==> src/rtl/gpio_irq_pkg.sv <==
package gpio_irq_pkg;

    // Trigger mode formed as {trigger_select, invert}
    typedef enum logic [1:0] {
        TRIG_RISE = 2'b00,
        TRIG_FALL = 2'b01,
        TRIG_LOW  = 2'b10,
        TRIG_HIGH = 2'b11
    } trig_e;

    typedef enum logic {
        BANK_STATUS = 1'b0,
        BANK_ENABLE = 1'b1
    } bank_e;

    typedef enum logic {
        DET_WARMUP = 1'b0,
        DET_ARMED  = 1'b1
    } det_state_e;

    typedef enum logic {
        IRQ_QUIET  = 1'b0,
        IRQ_RAISED = 1'b1
    } irq_state_e;

    function automatic int unsigned word_count(input int unsigned pads, input int unsigned width);
        return (pads + width - 1) / width;
    endfunction

endpackage

==> src/rtl/gpio_irq_detect.sv <==
module gpio_irq_detect
    import gpio_irq_pkg::*;
#(
    parameter int unsigned NUM_PADS = 95
) (
    input  logic                clk,
    input  logic                rst_n,
    input  logic [NUM_PADS-1:0] pad_level,
    input  logic [NUM_PADS-1:0] trig_level,
    input  logic [NUM_PADS-1:0] trig_inv,
    input  logic [NUM_PADS-1:0] pad_owned,
    output logic [NUM_PADS-1:0] event_hit
);

    det_state_e          state_q;
    det_state_e          state_d;
    logic [NUM_PADS-1:0] prev_q;
    logic                edges_ok;

    // State register
    always_ff @(posedge clk or negedge rst_n) begin
        if (!rst_n) begin
            state_q <= DET_WARMUP;
        end else begin
            state_q <= state_d;
        end
    end

    // Next state: one warm-up cycle, then armed for good
    always_comb begin
        state_d = state_q;
        unique case (state_q)
            DET_WARMUP: state_d = DET_ARMED;
            DET_ARMED:  state_d = DET_ARMED;
            default:    state_d = DET_WARMUP;
        endcase
    end

    // Outputs of the machine
    always_comb begin
        edges_ok = 1'b0;
        unique case (state_q)
            DET_ARMED: edges_ok = 1'b1;
            default:   edges_ok = 1'b0;
        endcase
    end

    // One-cycle delayed copy of every pad level
    always_ff @(posedge clk or negedge rst_n) begin
        if (!rst_n) begin
            prev_q <= '0;
        end else begin
            prev_q <= pad_level;
        end
    end

    for (genvar p = 0; p < NUM_PADS; p++) begin : g_pad
        trig_e mode;
        logic  hit;

        always_comb begin
            mode = trig_e'({trig_level[p], trig_inv[p]});
            hit  = 1'b0;
            unique case (mode)
                TRIG_RISE: hit = edges_ok & ~prev_q[p] &  pad_level[p];
                TRIG_FALL: hit = edges_ok &  prev_q[p] & ~pad_level[p];
                TRIG_LOW:  hit = ~pad_level[p];
                TRIG_HIGH: hit =  pad_level[p];
                default:   hit = 1'b0;
            endcase
        end

        assign event_hit[p] = hit & pad_owned[p];
    end

endmodule

==> src/rtl/gpio_irq_word.sv <==
module gpio_irq_word #(
    parameter int unsigned WORD_W = 32
) (
    input  logic              clk,
    input  logic              rst_n,
    input  logic [WORD_W-1:0] bit_live,
    input  logic [WORD_W-1:0] event_bits,
    input  logic              clr_stb,
    input  logic              en_stb,
    input  logic [WORD_W-1:0] wr_data,
    output logic [WORD_W-1:0] status_q,
    output logic [WORD_W-1:0] enable_q,
    output logic              pending
);

    logic [WORD_W-1:0] clr_mask;
    logic [WORD_W-1:0] status_d;
    logic [WORD_W-1:0] enable_d;

    always_comb begin
        clr_mask = clr_stb ? wr_data : '0;
        // A new event outranks a clear on the same edge
        status_d = ((status_q & ~clr_mask) | event_bits) & bit_live;
        enable_d = en_stb ? (wr_data & bit_live) : enable_q;
    end

    always_ff @(posedge clk or negedge rst_n) begin
        if (!rst_n) begin
            status_q <= '0;
            enable_q <= '0;
        end else begin
            status_q <= status_d;
            enable_q <= enable_d;
        end
    end

    assign pending = |(status_q & enable_q);

endmodule

==> src/rtl/gpio_irq_fsm.sv <==
module gpio_irq_fsm
    import gpio_irq_pkg::*;
(
    input  logic clk,
    input  logic rst_n,
    input  logic any_pending,
    output logic irq_out
);

    irq_state_e state_q;
    irq_state_e state_d;

    always_ff @(posedge clk or negedge rst_n) begin
        if (!rst_n) begin
            state_q <= IRQ_QUIET;
        end else begin
            state_q <= state_d;
        end
    end

    always_comb begin
        state_d = state_q;
        unique case (state_q)
            IRQ_QUIET:  if (any_pending)  state_d = IRQ_RAISED;
            IRQ_RAISED: if (!any_pending) state_d = IRQ_QUIET;
            default:    state_d = IRQ_QUIET;
        endcase
    end

    always_comb begin
        irq_out = 1'b0;
        unique case (state_q)
            IRQ_RAISED: irq_out = 1'b1;
            default:    irq_out = 1'b0;
        endcase
    end

endmodule

==> src/rtl/gpio_irq_agg.sv <==
module gpio_irq_agg
    import gpio_irq_pkg::*;
#(
    parameter int unsigned NUM_PADS  = 95,
    parameter int unsigned WORD_W    = 32,
    parameter int unsigned NUM_WORDS = word_count(NUM_PADS, WORD_W),
    parameter int unsigned IDX_W     = (NUM_WORDS > 1) ? $clog2(NUM_WORDS) : 1
) (
    input  logic                clk,
    input  logic                rst_n,
    input  logic [NUM_PADS-1:0] pad_level,
    input  logic [NUM_PADS-1:0] trig_level,
    input  logic [NUM_PADS-1:0] trig_inv,
    input  logic [NUM_PADS-1:0] pad_owned,
    input  logic                wr_en,
    input  logic                wr_bank,
    input  logic [IDX_W-1:0]    wr_word,
    input  logic [WORD_W-1:0]   wr_data,
    input  logic [IDX_W-1:0]    rd_word,
    output logic [WORD_W-1:0]   rd_status,
    output logic [WORD_W-1:0]   rd_enable,
    output logic                irq_out
);

    localparam int unsigned TOTAL_BITS = NUM_WORDS * WORD_W;

    logic [NUM_PADS-1:0]   event_hit;
    logic [TOTAL_BITS-1:0] event_all;
    logic [TOTAL_BITS-1:0] live_all;
    logic [TOTAL_BITS-1:0] status_all;
    logic [TOTAL_BITS-1:0] enable_all;
    logic [NUM_WORDS-1:0]  word_pend;
    logic                  any_pending;

    gpio_irq_detect #(
        .NUM_PADS (NUM_PADS)
    ) detect_i (
        .clk        (clk),
        .rst_n      (rst_n),
        .pad_level  (pad_level),
        .trig_level (trig_level),
        .trig_inv   (trig_inv),
        .pad_owned  (pad_owned),
        .event_hit  (event_hit)
    );

    // Pad vectors stretched to whole words; missing pads tie to zero
    for (genvar b = 0; b < TOTAL_BITS; b++) begin : g_bit
        if (b < NUM_PADS) begin : g_real
            assign event_all[b] = event_hit[b];
            assign live_all[b]  = 1'b1;
        end else begin : g_void
            assign event_all[b] = 1'b0;
            assign live_all[b]  = 1'b0;
        end
    end

    for (genvar w = 0; w < NUM_WORDS; w++) begin : g_word
        logic clr_stb;
        logic en_stb;

        assign clr_stb = wr_en && (wr_bank == BANK_STATUS) && (wr_word == IDX_W'(w));
        assign en_stb  = wr_en && (wr_bank == BANK_ENABLE) && (wr_word == IDX_W'(w));

        gpio_irq_word #(
            .WORD_W (WORD_W)
        ) word_i (
            .clk        (clk),
            .rst_n      (rst_n),
            .bit_live   (live_all[w*WORD_W +: WORD_W]),
            .event_bits (event_all[w*WORD_W +: WORD_W]),
            .clr_stb    (clr_stb),
            .en_stb     (en_stb),
            .wr_data    (wr_data),
            .status_q   (status_all[w*WORD_W +: WORD_W]),
            .enable_q   (enable_all[w*WORD_W +: WORD_W]),
            .pending    (word_pend[w])
        );
    end

    assign any_pending = |word_pend;

    gpio_irq_fsm fsm_i (
        .clk         (clk),
        .rst_n       (rst_n),
        .any_pending (any_pending),
        .irq_out     (irq_out)
    );

    // Read mux; indices past the last word return zero
    always_comb begin
        rd_status = '0;
        rd_enable = '0;
        for (int i = 0; i < NUM_WORDS; i++) begin
            if (rd_word == IDX_W'(i)) begin
                rd_status = status_all[i*WORD_W +: WORD_W];
                rd_enable = enable_all[i*WORD_W +: WORD_W];
            end
        end
    end

endmodule

==> config.mk <==
export PLATFORM = sky130hd
export DESIGN_NAME = gpio_irq_agg
export DESIGN_NICKNAME = d
export VERILOG_FILES = /design/src/rtl/gpio_irq_pkg.sv /design/src/rtl/gpio_irq_detect.sv /design/src/rtl/gpio_irq_word.sv /design/src/rtl/gpio_irq_fsm.sv /design/src/rtl/gpio_irq_agg.sv
export SDC_FILE = /design/constraint.sdc
export NUM_CORES = 1
export LEC_CHECK = 0
export BUFFER_PORTS_ARGS = -buffer_cell sky130_fd_sc_hd__buf_2
export CELL_PAD_IN_SITES_DETAIL_PLACEMENT = 1
export CELL_PAD_IN_SITES_GLOBAL_PLACEMENT = 1
export CORE_ASPECT_RATIO = 0.5
export CORE_MARGIN = 4
export CORE_UTILIZATION = 42
export CTS_CLUSTER_SIZE = 28
export DETAILED_ROUTE_END_ITERATION = 6
export GPL_ROUTABILITY_DRIVEN = 0
export PLACE_DENSITY_LB_ADDON = 0.1
export SLEW_MARGIN = 0
export SYNTH_ARGS = -nofsm -noshare
export SYNTH_HDL_FRONTEND = slang
export SYNTH_SLANG_ARGS = --single-unit
==> constraint.sdc <==
create_clock -name clk -period 2.25 [get_ports clk]
set_input_delay 0.45 -clock clk [delete_from_list [all_inputs] [get_ports clk]]
set_output_delay 0.45 -clock clk [all_outputs]
set_load 0.03 [all_outputs]
==> impl_metrics.csv <==
group,metric,value,unit
clock_network,postCtsResizedCells,0,
setup_path,cp-end-kind,"output port",
sta,timing.final.crit_share,94.7,%
sta,finalMaxSlewViolations,0,
detailed_routing,ant_nets,0,
floorplan,initial_core_util,43.1,%
clock_network,cts_buffers,28,
setup_path,path_max_fanout,3,
clock_network,ctsLongestPathBuffers,3,
power_and_ir_drop,total_power,14.7,mW
sta,rsz0062_at_grt,"no",
detailed_routing,drt-total-wl,58700,um
setup_path,worst_setup_path_start_kind,"flop",
detailed_routing,routed_via_density,5.66,
floorplan,std_cell_rows,48,
cells_and_area,final_area,0.0193,mm^2
place,dp_hpwl,45500,um
clock_network,numClockSinks,287,
synth,ys_warn_count,0,
floorplan,fp.dieH,142,um
floorplan,dieArea,0.0392,mm^2
synth,postSynthCellCount,1454,
floorplan,core_area,0.0350,mm^2
grt,antenna_found_initial,9,
detailed_routing,wire_per_inst,23.8,um
cells_and_area,n_fill_cell,4064,
sta,skew,12.5,ps
cells_and_area,utilization,55.1,%
detailed_routing,drtIter0Drc,825,
clock_network,h-tree-depth,1,
synth,syn-num-nets,1874,
sta,max_freq,0.470,GHz
clock_network,cts_tree,"yes",
clock_network,clkTransAtPathRegs,70,ps
run_status,status,"finished, final reports clean",
detailed_routing,first_pass_iters,5,
grt,grt_start_max_net_pins,57,
detailed_routing,routed-wl-met3,3950,um
sta,finalHoldViolCount,0,
place,place_inst,2406,
cells_and_area,layout_commonest_cell,"buf_2",
cells_and_area,final_cell_mix,"buf_2, dfrtp_1, nand2_1, o21ai_0, a22o_1",
synth,netlist_area,0.0151,mm^2
power_and_ir_drop,p_leak,9.01,nW
worst_hold_path,worstHoldPathType,"input port to flop",
power_and_ir_drop,pwr_density_cell,760,mW/mm^2
detailed_routing,met1Wirelength,25000,um
detailed_routing,drc,0,
place,placed_area,0.0184,mm^2
sta,fin_crit,2130,ps
synth,ys_seq_area_share,47.6,%
sta,setup_violations,0,
clock_network,root_buffer,"clkbuf_16",
clock_network,clk_latency,560,ps
synth,synth.distinct_cells,29,
floorplan,io-pin-count,485,
setup_path,arrival,1680,ps
setup_path,cp_data_required_time,1800,ps
run,cap_violations,0,
detailed_routing,wl_met2,28400,um
setup_path,critPathKind,"flop to output port",
cells_and_area,drive_above_1_share,33.6,%
grt,grtUsageTotal,29.0,%
place,port-buffer-count,484,
sta,relSlewSlack,58.5,%
grt,grt_pass1_wl,86700,um
sta,tns,0,ps
synth,syn_area_per_cell,10.4,um^2
grt,grt_pass1_vias,14500,
sta,tightestPinTransition,622,ps
clock_network,postCtsHoldBufs,1,
floorplan,die_x,276,um
grt,gr-total-overflow,0,
clock_network,cts_setup_buffers,0,
cells_and_area,layout.nets,2382,
synth,ys_seq_elements,287,
cells_and_area,syn2layout_area_growth,27.8,%
power_and_ir_drop,ir_worst_vdd,0.466,mV
cells_and_area,stdcell_count,2467,
detailed_routing,vias,14000,
detailed_routing,top_layer_used,"met5",
flip-flops by register name, indices dropped and copies added (netlist names):
register	count
detect_i.state_q	1
detect_i.prev_q	95
g_word.word_i.status_q	95
fsm_i.state_q	1
g_word.word_i.enable_q	95
metrics by stage:
stage	hold slack [ps]	worst slack [ps]
2_1_floorplan	154	102
3_3_place_gp	410	146
3_5_place_dp	408	123
4_1_cts	12.1	78.8
5_1_grt	7.78	55.8
6_report	29.2	120
cell usage after synthesis:
library cell	instances	area share [%]
mux2i_1	64	4.2
nand2b_1	1	0.042
nor2_1	3	0.075
clkbuf_1	17	0.42
xnor2_1	94	5.5
mux2_2	93	6.9
buf_2	32	1.1
mux2_1	2	0.15
a222oi_1	1	0.066
nor4_1	2	0.083
a221oi_1	5	0.29
a21oi_1	2	0.066
conb_1	1	0.025
and3b_1	94	5.5
nand3_1	3	0.10
a22o_1	100	5.8
nor2b_1	1	0.042
o21ai_0	251	8.3
dfrtp_1	287	48
nor3_1	1	0.033
nand4_1	9	0.37
inv_1	1	0.025
nor4b_1	1	0.058
nand4b_1	3	0.17
nor3b_1	94	4.7
nand2_1	252	6.3
a22oi_1	36	1.8
nor3_2	2	0.13
nor3b_2	2	0.17
critical path, stage by stage, from the launching register on:
cell and delay [ps]:
dfrtp_1 450, mux2i_1 110, o21ai_0 300, buf_2 270
area by class of cell:
| cell class | instances | area, um^2 | share of cell area, % |
|---|---|---|---|
| Timing Repair Buffer | 527 | 2900 | 15.0 |
| Sequential cell | 287 | 7180 | 37.3 |
| Tap cell | 475 | 594 | 3.08 |
| Multi-Input combinational cell | 1117 | 7700 | 40.0 |
| Clock inverter | 9 | 52.6 | 0.273 |
| Clock buffer | 42 | 815 | 4.23 |
| Antenna cell | 9 | 22.5 | 0.117 |
| Inverter | 1 | 3.75 | 0.0195 |
worst paths after layout:
| check | startpoint | endpoint | slack [ps] | cells past startpoint |
|---|---|---|---|---|
| setup / recovery | g_word[1].word_i.enable_q[3]$_DFFE_PN0P_ | rd_enable[3] | 120 | 3 |
| setup reg to reg | g_word[0].word_i.status_q[28]$_DFF_PN0_ | fsm_i.state_q$_DFF_PN0_ | 410 | 5 |
| hold reg to reg | g_word[0].word_i.status_q[20]$_DFF_PN0_ | g_word[0].word_i.status_q[20]$_DFF_PN0_ | 530 | 1 |
| min in group asynchronous | rst_n | detect_i.prev_q[61]$_DFF_PN0_ | 400 | 2 |
| hold / removal | pad_level[62] | detect_i.prev_q[62]$_DFF_PN0_ | 30 | 1 |
| max in group asynchronous | rst_n | detect_i.prev_q[11]$_DFF_PN0_ | 1170 | 3 |
cells by family (layout without fill, tap and decap cells):
group | Yosys count | after routing | share of synthesized area [%]
xor gates and xnor gates | 94 | 94 | 5.46
DFF | 287 | 287 | 47.6
other | 1 | 10 | 0.0249
muxes | 159 | 159 | 11.3
and+or+nand+nor | 468 | 468 | 17.7
buffers and inverters | 50 | 579 | 1.51
AOI/OAI and AO/OA | 395 | 395 | 16.4
power by group:
part,switching [mW],internal [mW],leakage [nW]
sequential,0.817,5.86,3.19
combinational,1.83,1.50,5.40
clock,2.14,2.50,0.421
per-layer routing:
layer  GRT usage [%]  vias to the layer above
met4            6.56                        4
met5               0                        -
li1                -                     6357
met3            6.45                       88
met2            49.2                      427
met1            38.5                     7099
Power figures use the tool's default switching activity.
